$ cat src/rtl/cfgslv_pkg.sv
package cfgslv_pkg;

  typedef enum logic [2:0] {
    PH_IDLE,
    PH_RX,
    PH_ACK_PEND,
    PH_ACK,
    PH_TX,
    PH_MACK,
    PH_TXNEXT
  } phase_t;

  typedef enum logic [1:0] {
    K_DEV,
    K_AHI,
    K_ALO,
    K_DATA
  } kind_t;

  // Byte that follows a given byte inside a write transaction
  function automatic kind_t kind_after(kind_t k);
    case (k)
      K_DEV:   return K_AHI;
      K_AHI:   return K_ALO;
      default: return K_DATA;
    endcase
  endfunction

  // Data bytes travel LSB first, every other byte MSB first
  function automatic logic [7:0] shift_in(kind_t k, logic [7:0] cur, logic bit_in);
    if (k == K_DATA) return {bit_in, cur[7:1]};
    else             return {cur[6:0], bit_in};
  endfunction

endpackage

$ cat src/rtl/cfgslv_line_sync.sv
module cfgslv_line_sync #(
  parameter int STAGES = 2
) (
  input  logic clk,
  input  logic rst_n,
  input  logic scl_i,
  input  logic sda_i,
  output logic sda_lvl,
  output logic scl_rise,
  output logic scl_fall,
  output logic start_det,
  output logic stop_det
);

  localparam int LAST = STAGES - 1;

  logic [STAGES-1:0] scl_pipe;
  logic [STAGES-1:0] sda_pipe;
  logic              scl_q;
  logic              sda_q;
  logic              scl_s;

  generate
    if (STAGES == 1) begin : g_single
      always_ff @(posedge clk or negedge rst_n) begin
        if (!rst_n) begin
          scl_pipe <= '1;
          sda_pipe <= '1;
        end else begin
          scl_pipe <= scl_i;
          sda_pipe <= sda_i;
        end
      end
    end else begin : g_multi
      always_ff @(posedge clk or negedge rst_n) begin
        if (!rst_n) begin
          scl_pipe <= '1;
          sda_pipe <= '1;
        end else begin
          scl_pipe <= {scl_pipe[STAGES-2:0], scl_i};
          sda_pipe <= {sda_pipe[STAGES-2:0], sda_i};
        end
      end
    end
  endgenerate

  always_ff @(posedge clk or negedge rst_n) begin
    if (!rst_n) begin
      scl_q <= 1'b1;
      sda_q <= 1'b1;
    end else begin
      scl_q <= scl_pipe[LAST];
      sda_q <= sda_pipe[LAST];
    end
  end

  assign scl_s     = scl_pipe[LAST];
  assign sda_lvl   = sda_pipe[LAST];
  assign scl_rise  = scl_s & ~scl_q;
  assign scl_fall  = ~scl_s & scl_q;
  assign start_det = scl_s & scl_q & sda_q & ~sda_lvl;
  assign stop_det  = scl_s & scl_q & ~sda_q & sda_lvl;

  // framing events need a high clock, so they never coincide with a clock edge
  a_r1_frame_not_on_edge: assert property (@(posedge clk) disable iff (!rst_n)
    (start_det || stop_det) |-> !(scl_rise || scl_fall));

endmodule

$ cat src/rtl/cfgslv_regfile.sv
module cfgslv_regfile #(
  parameter int AW = 6,
  parameter int DW = 8
) (
  input  logic          clk,
  input  logic          rst_n,
  input  logic          we,
  input  logic [AW-1:0] addr,
  input  logic [DW-1:0] wdata,
  output logic [DW-1:0] rdata
);

  localparam int DEPTH = 1 << AW;

  logic [DW-1:0] mem [DEPTH];

  always_ff @(posedge clk or negedge rst_n) begin
    if (!rst_n) begin
      for (int i = 0; i < DEPTH; i++) mem[i] <= '0;
    end else if (we) begin
      mem[addr] <= wdata;
    end
  end

  assign rdata = mem[addr];

  // a written byte is readable at its location on the next cycle
  a_r5_write_lands: assert property (@(posedge clk) disable iff (!rst_n)
    we |=> (mem[$past(addr)] == $past(wdata)));

endmodule

$ cat src/rtl/cfgslv_byte_engine.sv
module cfgslv_byte_engine
  import cfgslv_pkg::*;
#(
  parameter int         MEM_AW = 6,
  parameter logic [6:0] DEV_ID = 7'h53
) (
  input  logic              clk,
  input  logic              rst_n,
  input  logic              sda_lvl,
  input  logic              scl_rise,
  input  logic              scl_fall,
  input  logic              start_det,
  input  logic              stop_det,
  input  logic [7:0]        rd_data,
  output logic              mem_we,
  output logic [MEM_AW-1:0] mem_addr,
  output logic [7:0]        mem_wdata,
  output logic              sda_pull
);

  localparam logic [MEM_AW-1:0] PTR_ONE = MEM_AW'(1);

  phase_t            phase;
  kind_t             kind;
  logic [3:0]        bitcnt;
  logic [7:0]        sh;
  logic [7:0]        tx_sh;
  logic [7:0]        addr_hi;
  logic [MEM_AW-1:0] ptr;
  logic              is_read;

  logic [7:0]        sh_next;
  logic [15:0]       full_addr;
  logic              byte_done;
  logic              dev_hit;

  always_comb begin
    sh_next   = shift_in(kind, sh, sda_lvl);
    full_addr = {addr_hi, sh_next};
    byte_done = (phase == PH_RX) && scl_rise && (bitcnt == 4'd7);
    dev_hit   = (sh_next[7:1] == DEV_ID);
  end

  assign mem_we    = byte_done && (kind == K_DATA);
  assign mem_wdata = sh_next;
  assign mem_addr  = ptr;

  always_ff @(posedge clk or negedge rst_n) begin
    if (!rst_n) begin
      phase    <= PH_IDLE;
      kind     <= K_DEV;
      bitcnt   <= '0;
      sh       <= '0;
      tx_sh    <= '0;
      addr_hi  <= '0;
      ptr      <= '0;
      is_read  <= 1'b0;
      sda_pull <= 1'b0;
    end else if (start_det) begin
      phase    <= PH_RX;
      kind     <= K_DEV;
      bitcnt   <= '0;
      sda_pull <= 1'b0;
    end else if (stop_det) begin
      phase    <= PH_IDLE;
      sda_pull <= 1'b0;
    end else begin
      case (phase)
        PH_RX: begin
          if (scl_rise) begin
            sh     <= sh_next;
            bitcnt <= bitcnt + 4'd1;
            if (bitcnt == 4'd7) begin
              bitcnt <= '0;
              phase  <= PH_ACK_PEND;
              case (kind)
                K_DEV: begin
                  is_read <= sh_next[0];
                  if (!dev_hit) phase <= PH_IDLE;
                end
                K_AHI:   addr_hi <= sh_next;
                K_ALO:   ptr     <= full_addr[MEM_AW-1:0];
                default: ptr     <= ptr + PTR_ONE;
              endcase
            end
          end
        end
        PH_ACK_PEND: begin
          if (scl_fall) begin
            sda_pull <= 1'b1;
            phase    <= PH_ACK;
          end
        end
        PH_ACK: begin
          if (scl_fall) begin
            bitcnt <= '0;
            kind   <= kind_after(kind);
            if (kind == K_DEV && is_read) begin
              tx_sh    <= rd_data;
              sda_pull <= ~rd_data[0];
              phase    <= PH_TX;
            end else begin
              sda_pull <= 1'b0;
              phase    <= PH_RX;
            end
          end
        end
        PH_TX: begin
          if (scl_rise) begin
            bitcnt <= bitcnt + 4'd1;
          end else if (scl_fall) begin
            if (bitcnt == 4'd8) begin
              sda_pull <= 1'b0;
              phase    <= PH_MACK;
            end else begin
              sda_pull <= ~tx_sh[bitcnt[2:0]];
            end
          end
        end
        PH_MACK: begin
          if (scl_rise) begin
            ptr   <= ptr + PTR_ONE;
            phase <= sda_lvl ? PH_IDLE : PH_TXNEXT;
          end
        end
        PH_TXNEXT: begin
          if (scl_fall) begin
            tx_sh    <= rd_data;
            sda_pull <= ~rd_data[0];
            bitcnt   <= '0;
            phase    <= PH_TX;
          end
        end
        default: begin
          sda_pull <= 1'b0;
        end
      endcase
    end
  end

  // drive changes only follow a clock fall or a framing event
  a_r8_drive_after_fall: assert property (@(posedge clk) disable iff (!rst_n)
    (sda_pull != $past(sda_pull)) |-> $past(scl_fall || start_det || stop_det));

  // an idle slave never pulls the line
  a_r3_idle_silent: assert property (@(posedge clk) disable iff (!rst_n)
    (phase == PH_IDLE) |-> !sda_pull);

  // every stored byte advances the pointer by one
  a_r5_ptr_advance: assert property (@(posedge clk) disable iff (!rst_n)
    (mem_we && !start_det && !stop_det) |=> (ptr == $past(ptr) + PTR_ONE));

  // data is only sent in a transaction opened for reading
  a_r6_tx_needs_read: assert property (@(posedge clk) disable iff (!rst_n)
    (phase == PH_TX) |-> is_read);

  // a start always returns to device byte reception
  a_r1_start_restarts: assert property (@(posedge clk) disable iff (!rst_n)
    start_det |=> (phase == PH_RX && kind == K_DEV && bitcnt == 4'd0));

endmodule

$ cat src/rtl/cfgslv_top.sv
module cfgslv_top #(
  parameter int         MEM_AW      = 6,
  parameter logic [6:0] DEV_ID      = 7'h53,
  parameter int         SYNC_STAGES = 2
) (
  input  logic clk,
  input  logic rst_n,
  input  logic scl_i,
  input  logic sda_i,
  output logic sda_pull_o
);

  logic              sda_lvl;
  logic              scl_rise;
  logic              scl_fall;
  logic              start_det;
  logic              stop_det;
  logic              mem_we;
  logic [MEM_AW-1:0] mem_addr;
  logic [7:0]        mem_wdata;
  logic [7:0]        mem_rdata;

  cfgslv_line_sync #(.STAGES(SYNC_STAGES)) u_sync (
    .clk       (clk),
    .rst_n     (rst_n),
    .scl_i     (scl_i),
    .sda_i     (sda_i),
    .sda_lvl   (sda_lvl),
    .scl_rise  (scl_rise),
    .scl_fall  (scl_fall),
    .start_det (start_det),
    .stop_det  (stop_det)
  );

  cfgslv_byte_engine #(.MEM_AW(MEM_AW), .DEV_ID(DEV_ID)) u_engine (
    .clk       (clk),
    .rst_n     (rst_n),
    .sda_lvl   (sda_lvl),
    .scl_rise  (scl_rise),
    .scl_fall  (scl_fall),
    .start_det (start_det),
    .stop_det  (stop_det),
    .rd_data   (mem_rdata),
    .mem_we    (mem_we),
    .mem_addr  (mem_addr),
    .mem_wdata (mem_wdata),
    .sda_pull  (sda_pull_o)
  );

  cfgslv_regfile #(.AW(MEM_AW), .DW(8)) u_mem (
    .clk   (clk),
    .rst_n (rst_n),
    .we    (mem_we),
    .addr  (mem_addr),
    .wdata (mem_wdata),
    .rdata (mem_rdata)
  );

endmodule

$ cat config.mk
export PLATFORM = sky130hd
export DESIGN_NAME = cfgslv_top
export DESIGN_NICKNAME = d
export VERILOG_FILES = /design/src/rtl/cfgslv_pkg.sv /design/src/rtl/cfgslv_line_sync.sv /design/src/rtl/cfgslv_regfile.sv /design/src/rtl/cfgslv_byte_engine.sv /design/src/rtl/cfgslv_top.sv
export SDC_FILE = /design/constraint.sdc
export NUM_CORES = 1
export LEC_CHECK = 0
export BUFFER_PORTS_ARGS = -buffer_cell sky130_fd_sc_hd__buf_2
export CELL_PAD_IN_SITES_DETAIL_PLACEMENT = 1
export CELL_PAD_IN_SITES_GLOBAL_PLACEMENT = 1
export CORE_UTILIZATION = 30
export DETAILED_ROUTE_END_ITERATION = 12
export PLACE_DENSITY_LB_ADDON = 0.15
export SLEW_MARGIN = 20
export SYNTH_ARGS = -nofsm -noshare
export SYNTH_HDL_FRONTEND = slang
export SYNTH_SLANG_ARGS = --single-unit
$ cat constraint.sdc
create_clock -name clk -period 3.88 [get_ports clk]
set_input_delay 0 -clock clk [delete_from_list [all_inputs] [get_ports clk]]
set_output_delay 0 -clock clk [all_outputs]
set_load 0.005 [all_outputs]
---- Word-level counts from Yosys, hierarchy flattened ----
Cells that the tools add are included.
W data, S select, Z words.
word-level totals
  register bits ........................... 551
  bits of input ports ..................... 4
  output and inout bits ................... 1
  word-level logic and storage cells ...... 209
operators by class
  add/subtract/negate cells ............... 2
  $lt $le $gt $ge ......................... 3
  equality and inequality tests ........... 33
  multiplexer cells ....................... 56
  bitwise operators ....................... 16
  reductions and logical operators ........ 23
operator list
  cell                  count
  $bwmux W512           1
  $mux W8               7
  $bmux W8 S6           1
  $demux W8 S6          1
  $mux W3               14
  $mux W4               6
  $ne A4 B4 Y1 const B  6
  $pmux W6 S2           2
  $mux W6               3
  $pmux W3 S6           1
  $reduce_and A6 Y1     3
  $pmux W8 S2           1
  $ne A4 B3 Y1 const B  3
  $pmux W4 S3           1
  $mux W1               10
  $mux W2               5
  $ne A2 B2 Y1 const B  5
  $reduce_and A10 Y1    1
  $eq A3 B3 Y1 const B  3
  $not A1 Y1            8
  $reduce_bool A2 Y1    4
  $reduce_bool A8 Y1    1
  $and A1 B1 Y1         7
  $eq A7 B7 Y1 const B  1
  other kinds (26)      38

---- Logic depth before layout (Yosys ltp) ----
Gate-level depths: netlist (run 1).
  depth in word-level cells ............... 10
  depth in mapped cells ................... 11

---- By module ----
A second synthesis (run 1) with hierarchy kept.
unflattened totals
  cell total of the unflattened synthesis .. 1961
  area total of the unflattened synthesis .. 25936.1 um^2
by module, submodules not included
  module              times used  cells an instance  area an instance (um^2)
  cfgslv_regfile      1           1751               23699.0
  cfgslv_byte_engine  1           200                2047.0
  cfgslv_line_sync    1           10                 190.2

---- Worst setup path after synthesis (run 1) ----
No wires, ideal clock.
  path type ............................... reg2reg
  from .................................... register u_engine.bitcnt[0]
  to ...................................... register u_mem.mem[451] (netlist bit)
  data arrival time ....................... 2.047 ns
  data required time ...................... 3.746 ns
  slack ................................... 1.699 ns
  stages on the path, launching flop included .. 10
  period minus slack after synthesis ...... 2.181 ns
  cell sequence ........................... dfrtp_1 > ha_1 > and3b_1 > nor4b_2 > buf_4 > buf_2 > nand3_1 > clkbuf_1 > nand2_1 > o21ai_0
between the ends
  longest elaborated chain between the ends .. 3
RTL lines
  what                             RTL line                   source
  from (decl)                      cfgslv_byte_engine.sv:25   logic [3:0] bitcnt;
  from (signal assigned)           cfgslv_byte_engine.sv:72   bitcnt <= bitcnt + 4'd1;
  from (signal assigned)           cfgslv_byte_engine.sv:110  bitcnt <= bitcnt + 4'd1;
  $eq A4 B3 Y1                     cfgslv_byte_engine.sv:40   byte_done = (phase == PH_RX) && scl_rise && (bitcnt == 4'd7);
  $logic_and A1 B1 Y1              cfgslv_byte_engine.sv:40
  $logic_and A1 B1 Y1              cfgslv_byte_engine.sv:44   assign mem_we = byte_done && (kind == K_DATA);
  to (signal, indexed assignment)  cfgslv_regfile.sv:21       mem[addr] <= wdata;
  to (decl)                        cfgslv_regfile.sv:15       logic [DW-1:0] mem [DEPTH];
Every way passes these cells.
A chain may end at the register's enable or synchronous reset.

---- Final worst setup path (run 1) ----
  from .................................... register u_engine.ptr[0], in the netlist u_engine.mem_addr[0]
  to ...................................... register u_engine.sda_pull
between the ends
  longest elaborated chain between the ends .. 10
  elaborated cells on any way between the ends .. 11
  classes of those cells .................. mux: 9; bitwise: 2
RTL lines
  what                                           RTL line                                              source
  from (decl)                                    cfgslv_byte_engine.sv:29                              logic [MEM_AW-1:0] ptr;
  from (signal assigned)                         cfgslv_byte_engine.sv:82                              K_ALO: ptr <= full_addr[MEM_AW-1:0];
  from (signal assigned)                         cfgslv_byte_engine.sv:83                              default: ptr <= ptr + PTR_ONE;
  from (signal assigned)                         cfgslv_byte_engine.sv:122                             ptr <= ptr + PTR_ONE;
  $not A6 Y7 (not written as such) *             cfgslv_regfile.sv:25                                  assign rdata = mem[addr];
  $bmux W8 S6 *                                  cfgslv_regfile.sv:25
  $mux W8 (not written as such) * (2 in series)  cfgslv_regfile.sv:25
  $not A1 Y1 *                                   cfgslv_byte_engine.sv:100, cfgslv_byte_engine.sv:129
  $mux W1                                        cfgslv_byte_engine.sv:98                              if (kind == K_DEV && is_read) begin
  $mux W1                                        cfgslv_byte_engine.sv:95                              if (scl_fall) begin
  $pmux W1 S5 *                                  cfgslv_byte_engine.sv:68                              case (phase)
  $mux W1 *                                      cfgslv_byte_engine.sv:64                              end else if (stop_det) begin
  $mux W1 *                                      cfgslv_byte_engine.sv:59                              end else if (start_det) begin
  to (signal assigned)                           cfgslv_byte_engine.sv:100                             sda_pull <= ~rd_data[0];
  to (signal assigned)                           cfgslv_byte_engine.sv:116                             sda_pull <= ~tx_sh[bitcnt[2:0]];
  to (signal assigned)                           cfgslv_byte_engine.sv:129                             sda_pull <= ~rd_data[0];
  to (decl)                                      cfgslv_byte_engine.sv:18                              output logic sda_pull
Mark *: on every way between the ends. The rest lies on a longest branch, timed or not. The select of a mux whose other input is x is not followed.

==> results.toml, run 1 <==
[clock_tree]
clk_latency_ps = 600
htreeDepth = 3
clk_pin_slew_ps = 60
cts.repair.resized = 0
cts_sinks = 551
cts_tree = "done"
cts_buffer_depth = 3
cts_buffers = 66
cts_setup_buffers = 0
cts_root_buffer = "clkbuf_16"

[place]
dp_hpwl_mm = 58.2
place.gp.congestion = 0.838
numPortBuffers = 4
pre_cts_slack_ps = 732

[sta]
tightestPinTransition_ps = 1090
tns_ps = 0
final_max_slew_viol_count = 0
fmaxAchievable_mhz = 313
slew_headroom = 0.272
rsz0062_at_grt = "no"
finClkSkew_ps = 19.5
setup_ws_ps = 689
fin_hold_ws_ps = 51.0
final-hold-violation-count = 0
fin_crit_ps = 3190
fin_crit_sh = 0.822
setup_viol = 0

[pwr]
irDropWorstVdd_mv = 0.459
power_mw = 13.6
p_leak_nw = 11.9
powerDensity_mw_per_mm2 = 479

[synth]
ys_ff_latch = 551
async_reset_ff_frac = 1.00
ys_types = 66
synth_top_family_by_area = "compound AO/OA/AOI/OAI gates"
synth_xor_area_frac = 0.00107
synth_top_area_frac = 0.553
synthSimpleGateAreaFrac = 0.128
yosys.area.top_type = "dfrtp_1"
synth_nets = 2471
synth_edf_count = 0
synth_top_flop_cell = "dfrtp_1"
synth_compound_area_frac = 0.178
syn_inst = 2464
netlist_area_mm2 = 0.0247
synthMuxAreaShare = 0.0922
ys_warn_count = 0
synth_area_leaders = "dfrtp_1 (55%), o21ai_0 (9.9%), nand2_1 (7.3%)"
avgSynthCellArea_um2 = 10.0
yosysSeqAreaShare = 0.559
synthAdderAreaFrac = 0.00152

[hold_path]
hp-class = "primary input to flip-flop"
min_path_cells = 2
hold_end = "u_sync.sda_pipe[0]"
worstHoldStart = "sda_i"

[setup_path]
reg2regPathDepth = 7
crit_path_max_fanout = 24
worstSetupPathType = "flip-flop to flip-flop"
crit_chain = "buf_12 -> mux4_2 -> mux2i_1 -> o22ai_1 -> nor4_1 -> buf_4 -> a311o_1"
reg2reg_from = "u_engine.mem_addr[0]"
cp.arrival_ps = 3730
start_kind = "flip-flop"
critPathTopFamily = "multiplexers"
max_stage_delay_ps = 770
reg2reg_to = "u_engine.sda_pull"
crit_buf_inv = 2
cp_slowest_cell = "dfrtp_4"
worst-endpoint-required_ps = 4420
critPathCaptureType = "flip-flop"
r2r_slack_ps = 690

[final_layout]
final_common_cell = "dfrtp_1"
nNetsFinal = 2432
areaGrowthSynthToFinish_pct = 14.9
layout_common_cells = "dfrtp_1 (542), o21ai_0 (486), nand2_1 (480)"
utilization = 0.350
multi_input_area_mm2 = 0.0100
n_fill_cell = 8973
drive_above_1_share = 0.135
regArea_mm2 = 0.0138

[floorplan]
fp.coreArea_mm2 = 0.0809
die_y_um = 289
start_util = 0.305
ioPinCount = 5
fp.dieArea_mm2 = 0.0834
rows = 104
die_x_um = 289

[job]
cap_violations = 0

[global_route]
antenna_found_initial = 0
grt_max_degree = 112
grt_pass1_wl_mm = 136
grtUsageTotal = 0.219
first_global_vias = 19700
grt_overflow_total = 0

[drt]
drc = 0
ant_nets = 0
firstDrtPassIters = 7
routed_wl_mm = 88.8
route.vias.total = 18900
wl_per_cell_um = 25.2
dr.first_iter.drc_count = 1432
vias_per_cell = 5.36

[run_status]
outcome = "finished clean"
## routing by layer
metal	part of all wire	global-route usage
met5	0	0
met4	0.026	0.0653
met3	0.038	0.0269
met2	0.46	0.343
met1	0.48	0.316
## flip-flops by register name (all words and copies together) (netlist names)
name	flops
u_engine.sda_pull	1
u_sync.scl_q	1
u_engine.bitcnt	4
u_engine.tx_sh	8
u_mem.mem	512
u_engine.kind	2
u_engine.mem_addr	6
u_engine.is_read	1
u_engine.phase	3
u_sync.sda_pipe	2
u_engine.sh	8
u_sync.scl_pipe	2
u_sync.sda_q	1
## layout make-up
class | instances | area share
flip-flops and latches | 551 | 0.487
multi-input cells | 1689 | 0.354
clock buffers | 99 | 0.0724
well taps | 1060 | 0.0468
repair buffers | 107 | 0.0335
clock inverters | 12 | 0.00499
inverters | 10 | 0.00132
diodes | 1 | 0.0000883
## per-stage QoR
step / instance area (µm²) / std cells
after detailed placement: 26100 / 3414
final: 28300 / 3529
after floorplan: 24700 / 2464
after global placement: 26100 / 3414
after global routing: 28300 / 3528
after CTS: 28300 / 3528
## worst max path at each step
stage / startpoint / endpoint / slack (ps) / depth (start not counted)
after floorplan: u_engine.bitcnt[0] / u_mem.mem[451] / 1700 / 9
after global placement: u_engine.mem_addr[0] / u_engine.tx_sh[6] / 670 / 7
after detailed placement: u_engine.mem_addr[0] / u_engine.sda_pull / 730 / 8
after CTS: u_engine.mem_addr[0] / u_engine.tx_sh[0] / 710 / 8
after global routing: u_engine.bitcnt[0] / u_mem.mem[30] / 640 / 6
final: u_engine.mem_addr[0] / u_engine.sda_pull / 690 / 7
## Yosys cell counts (all sizes together), types with 2 or more instances
library cell	n
a311oi	6
nor3	7
a222oi	6
a211o	2
nor2	132
a21o	3
or2	5
inv	9
o22ai	37
mux4	48
a21oi	111
mux2i	72
a31oi	9
xnor2	2
a22oi	27
a311o	2
o32a	5
and2	5
nand3	77
nand3b	3
a221o	12
ha	3
mux2	42
a221oi	35
a211oi	2
o2bb2ai	3
nor2b	11
nand4	2
nor4b	3
o221ai	4
nand2b	6
buf	64
dfrtp	545
a22o	9
nand2	481
dfstp	6
o21ai	486
o211ai	4
clkbuf	150
nor3b	3
and3	6
and3b	3
## cells by family after synthesis
kind of cell    count (synthesis)
buf+inv                       224
simple gates                  748
compound gates                773
fa+ha+maj                       3
flops                         551
mux                           162
xor+xnor                        3
## power breakdown
part	leakage, nW	switching, mW	total [mW]	internal (mW)
Combinational	3.17	1.12	1.32	0.197
Clock	1.08	2.49	6.32	3.83
Sequential	7.65	0.109	5.92	5.81
Total	11.9	3.72	13.6	9.84
## worst register-to-register path, delay by kind of cell (launching register included)
kind	cells	cell delay [ps]
and+or+nand+nor	1	460
buffers and inverters	2	540
AOI/OAI and AO/OA	2	400
DFF	1	770
muxes	2	960
## timing repair
item                                    4_1_cts  5_1_grt
hold buffers                                  3        0
endpoints found under the hold margin       104        0
endpoints found under the setup margin        0        0
No activity file was read; power rests on OpenSTA's default activity.
==> run 2: changes to the inputs <==
==> constraint.sdc (replaced) <==
create_clock -name clk -period 2.56 [get_ports clk]
set_input_delay 0 -clock clk [delete_from_list [all_inputs] [get_ports clk]]
set_output_delay 0 -clock clk [all_outputs]
set_load 0.005 [all_outputs]
==> run 2 against run 1 <==
Net effect: hold slack got worse by 1.4 ps; clock-buffer cell count increased by 2; clock power increased by 57%; non-clock buffer count increased by 176; sequential power increased by 51%; final area increased by 7.4%; die area unchanged; combinational power increased by 66%; clock skew increased by 13 ps; sequential share of layout area decreased by 3.4 points; critical endpoint is now u_engine.tx_sh[3]; highest routed layer unchanged.
==> results.toml, run 2 (same netlist as run 1, synthesis figures left out) <==
[run_status]
outcome = "finished clean"

[setup_path]
max_stage_delay_ps = 500
worst-endpoint-required_ps = 3060
cp.arrival_ps = 3010
critPathCaptureType = "flip-flop"
crit_chain = "buf_12 -> clkbuf_2 -> nor2_2 -> buf_12 -> a221o_1 -> a222oi_1 -> o22ai_1 -> o32a_1"
start_kind = "flip-flop"
critPathTopFamily = "compound AO/OA/AOI/OAI gates"
crit_path_max_fanout = 8
crit_path_frequent_cell = "buf_12"
worstSetupPathType = "flip-flop to flip-flop"
crit_buf_inv = 3
cp_slowest_cell = "dfrtp_4"

[pwr]
irDropWorstVdd_mv = 0.589
powerDensity_mw_per_mm2 = 691
swShare = 0.276
p_leak_nw = 13.0
p_int_mw = 15.2
p_switching_mw = 5.80
pwr-share-clk = 0.471
seq_power_share = 0.425
combPwrFrac = 0.104

[sta]
fmaxAchievable_mhz = 398
tns_ps = 0
fin_crit_sh = 0.983
finClkSkew_ps = 32.1
fin_crit_ps = 2520
setup_viol = 0
slew_headroom = 0.570
rsz0062_at_grt = "yes"
final_max_slew_viol_count = 0
tightestPinTransition_ps = 643
final-hold-violation-count = 0
setup_ws_ps = 44.7

[floorplan]
start_util = 0.305
fp.coreArea_mm2 = 0.0809
fp.dieArea_mm2 = 0.0834
die_y_um = 289
ioPinCount = 5
die_x_um = 289
rows = 104

[final_layout]
final_common_cell = "dfrtp_1"
nNetsFinal = 2610
reg_top3 = "u_mem.mem: 512 flops, u_engine.sh: 8 flops, u_engine.tx_sh: 8 flops"
drive_above_1_share = 0.199
stdcell_count = 3711
antenna_cells = 0
utilization = 0.376
layout_common_cells = "dfrtp_1 (540), o21ai_0 (482), nand2_1 (480)"
areaGrowthSynthToFinish_pct = 23.4
largest-register = "u_mem.mem"
n_fill_cell = 8940
largest_reg_flops = 512

[global_route]
grt_overflow_total = 0
first_global_vias = 20700
grt_pass1_wl_mm = 141
antenna_found_initial = 0
grtUsageTotal = 0.226
grt_max_degree = 95

[hold_path]
hp-class = "primary input to flip-flop"

[drt]
routed_wl_mm = 92.6
wl_per_cell_um = 24.9
vias_per_cell = 5.33
dr.first_iter.drc_count = 1150
firstDrtPassIters = 5
route.vias.total = 19800
ant_nets = 0
drc = 0

[clock_tree]
htreeDepth = 3
cts_root_buffer = "clkbuf_16"
clk_pin_slew_ps = 60
cts_sinks = 551
cts_tree = "done"
cts_buffer_depth = 3
cts_buffers = 68
clk_latency_ps = 620

[job]
cap_violations = 0

[place]
place_inst = 3573
numPortBuffers = 4
place.gp.congestion = 0.848
dp_hpwl_mm = 61.8
pre_cts_slack_ps = -344
run 2: cell types whose count changed in the layout (fill, tap and decap cells not counted), moves of 3 or more:
cell       delta
buf_4       +127
clkbuf_1      +4
buf_12       +41
o21ai_1       +3
o21ai_0       -4
clkbuf_16     +3
buf_6         +3
run 2: final cells by class:
cell class | instances | area [µm²] | share of cell area
clock inverters | 17 | 244 | 0.00802
well taps | 1060 | 1330 | 0.0436
flip-flops and latches | 551 | 13800 | 0.454
clock buffers | 101 | 2040 | 0.0670
repair buffers | 283 | 2860 | 0.0941
inverters | 10 | 37.5 | 0.00123
multi-input cells | 1689 | 10100 | 0.332
run 2: repair_timing:
action                                  in CTS  in global routing
setup buffers                                0                 13
hold buffers                                 4                  0
pin swaps                                    1                 10
endpoints found under the hold margin      454                  0
gates resized for setup                     13                 18
endpoints found under the setup margin      70                 13
cloned                                       0                  3
run 2: worst paths after layout:
kind	depth (start not counted)	slack, ps	start	endpoint
worst min-delay path	2	50	sda_i	u_sync.sda_pipe[0]
worst max register to register	8	40	u_engine.mem_addr[2]	u_engine.tx_sh[3]
max in group asynchronous	4	1820	rst_n	u_mem.mem[31]
min in group asynchronous	3	80	rst_n	u_mem.mem[240]
worst min register to register	0	360	u_sync.scl_pipe[0]	u_sync.scl_pipe[1]
worst max-delay path	8	40	u_engine.mem_addr[2]	u_engine.tx_sh[3]
run 2: power by group through the flow:
| stage | Sequential, mW | Combinational (mW) | Clock (mW) |
|---|---|---|---|
| 2_1_floorplan | 9.03 | 0.942 | 0 |
| 3_3_place_gp | 9.08 | 2.17 | 0 |
| 3_5_place_dp | 9.09 | 2.22 | 0 |
| 4_1_cts | 8.93 | 2.24 | 10.2 |
| 5_1_grt | 8.94 | 2.36 | 10.5 |
| 6_report | 8.93 | 2.19 | 9.91 |
run 2: routing by layer:
layer	up-vias	wire, µm	part of all wire	global-route usage
met3	120	4140	0.045	0.0352
met1	10300	43100	0.47	0.315
met4	0	2200	0.024	0.0647
met5	-	0	0	0
li1	8991	-	-	-
met2	409	43100	0.47	0.364
run 2: stage by stage:
| stage | hold WS [ps] | instance area, µm² | power, mW |
|---|---|---|---|
| finish | 49.6 | 30400 | 21.0 |
| global route | 37.2 | 30400 | 21.8 |
| CTS | 4.05 | 30200 | 21.3 |
| detailed placement | -31.6 | 27800 | 11.3 |
| global placement | -32.0 | 27800 | 11.3 |
| floorplan | -296 | 24700 | 9.97 |
==> run 3: changes to the inputs <==
==> constraint.sdc (replaced) <==
create_clock -name clk -period 2.56 [get_ports clk]
set_input_delay 0.256 -clock clk [delete_from_list [all_inputs] [get_ports clk]]
set_output_delay 0.256 -clock clk [all_outputs]
set_load 0.005 [all_outputs]
==> run 3 against run 2 <==
Net effect: hold slack gained 220 ps; fmax shrank 1.3%; worst setup slack got worse by 34 ps; global-route usage increased by 0.062 points; clock-buffer cell count is 5 higher; final cell count grew 0.13%; largest cell class unchanged; largest power group unchanged.
==> results.toml, run 3 (same netlist as run 1, synthesis figures left out) <==
[clock_tree]
cts_tree = "done"
cts_buffer_depth = 3
cts_root_buffer = "clkbuf_16"
clk_latency_ps = 610
cts_sinks = 551
cts_buffers = 68
clk_pin_slew_ps = 60
htreeDepth = 3

[setup_path]
crit_buf_inv = 5
crit_path_frequent_cell = "buf_4"
critPathTopFamily = "buffers and inverters"
worst-endpoint-required_ps = 3050
worstSetupPathType = "flip-flop to flip-flop"
crit_path_max_fanout = 14
crit_chain = "buf_4 -> buf_12 -> buf_4 -> mux4_2 -> mux2i_1 -> buf_4 -> o211ai_1 -> nor4_2 -> buf_4 -> a311o_1"
cp.arrival_ps = 3040
max_stage_delay_ps = 550
cp_slowest_cell = "dfrtp_4"
critPathCaptureType = "flip-flop"
start_kind = "flip-flop"

[final_layout]
antenna_cells = 0
largest-register = "u_mem.mem"
stdcell_count = 3716
n_fill_cell = 9008
drive_above_1_share = 0.197
reg_top3 = "u_mem.mem: 512 flops, u_engine.sh: 8 flops, u_engine.tx_sh: 8 flops"
areaGrowthSynthToFinish_pct = 22.6
nNetsFinal = 2613
final_common_cell = "dfrtp_1"
largest_reg_flops = 512
layout_common_cells = "dfrtp_1 (542), nand2_1 (480), o21ai_0 (480)"

[global_route]
antenna_found_initial = 1
first_global_vias = 20800
grt_pass1_wl_mm = 141
grt_overflow_total = 0
grtUsageTotal = 0.227
grt_max_degree = 67

[sta]
setup_ws_ps = 10.5
fmaxAchievable_mhz = 392
final_max_slew_viol_count = 0
fin_crit_sh = 0.996
slew_headroom = 0.556
tightestPinTransition_ps = 666
setup_viol = 0
fin_hold_ws_ps = 275
final-hold-violation-count = 0
finClkSkew_ps = 26.1
rsz0062_at_grt = "yes"
fin_crit_ps = 2550

[floorplan]
ioPinCount = 5
die_y_um = 289
die_x_um = 289
fp.dieArea_mm2 = 0.0834
rows = 104
fp.coreArea_mm2 = 0.0809
start_util = 0.305

[place]
place_inst = 3578
place.gp.congestion = 0.852
pre_cts_slack_ps = -201
numPortBuffers = 4
dp_hpwl_mm = 62.1

[pwr]
pwr-share-clk = 0.454
combPwrFrac = 0.110
p_leak_nw = 12.9
powerDensity_mw_per_mm2 = 678
seq_power_share = 0.436
swShare = 0.279
p_switching_mw = 5.72
power_mw = 20.5
p_int_mw = 14.8
irDropWorstVdd_mv = 0.398

[run_status]
outcome = "finished clean"

[drt]
dr.first_iter.drc_count = 1285
vias_per_cell = 5.33
firstDrtPassIters = 5
route.vias.total = 19800
drc = 0
ant_nets = 0
routed_wl_mm = 93.6
wl_per_cell_um = 25.2

[hold_path]
hp-class = "primary input to async pin"

[job]
cap_violations = 0
## run 3: path summary, 6_finish.rpt
kind | startpoint | to | slack, ps | cells past startpoint
worst max-delay path | u_engine.mem_addr[0] | u_engine.sda_pull | 10 | 10
worst min-delay path | rst_n | u_mem.mem[148] | 270 | 2
worst max register to register | u_engine.mem_addr[0] | u_engine.sda_pull | 10 | 10
worst min register to register | u_sync.sda_pipe[0] | u_sync.sda_pipe[1] | 360 | 0
max in group asynchronous | rst_n | u_sync.scl_pipe[1] | 1480 | 3
min in group clk | scl_i | u_sync.scl_pipe[0] | 310 | 2
## run 3: routing by layer
metal / vias to the layer above / routed length, µm / GRT usage
met3: 126 / 3580 / 0.0304
met5: - / 11 / 0
met2: 366 / 43900 / 0.369
li1: 8989 / - / -
met1: 10300 / 43800 / 0.316
met4: 2 / 2180 / 0.0628
## run 3: worst reg2reg max path, delay by kind of cell, from the launching register on
family,cells,cell delay [ps]
buffers and inverters,5,830
AOI/OAI and AO/OA,2,610
DFF,1,550
muxes,2,380
and+or+nand+nor,1,60
## run 3: layout make-up
type / instances / area [µm²] / share of cell area
clock buffer: 106 / 1990 / 0.0658
inverter: 10 / 37.5 / 0.00124
multi-input combinational: 1689 / 10100 / 0.335
tap: 1060 / 1330 / 0.0439
clock inverter: 14 / 124 / 0.00410
sequential: 551 / 13800 / 0.457
timing repair buffer: 286 / 2830 / 0.0936
## run 3: power groups by stage
stage | logic [mW] | registers (mW) | clock network [mW]
finish | 2.25 | 8.93 | 9.30
global route | 2.42 | 8.94 | 9.91
CTS | 2.31 | 8.93 | 9.58
detailed placement | 2.30 | 9.09 | 0
global placement | 2.27 | 9.09 | 0
floorplan | 0.942 | 9.03 | 0
## run 3: repair_timing
item | 4_1_cts | 5_1_grt
buffers inserted | 2 | 11
hold endpoints to repair | 42 | 0
pin swaps | 5 | 12
gates resized for setup | 11 | 26
cloned | 0 | 2
setup endpoints to repair | 8 | 21
hold buffers | 3 | 0
## run 3: metrics by stage
stage | setup TNS, ps | area (µm²) | utilization
after floorplan | 0 | 24700 | -
after global placement | -624 | 27800 | 0.343
after detailed placement | -626 | 27800 | 0.343
after CTS | -3.98 | 30000 | 0.371
after global routing | -328 | 30200 | 0.373
final | 0 | 30200 | 0.373
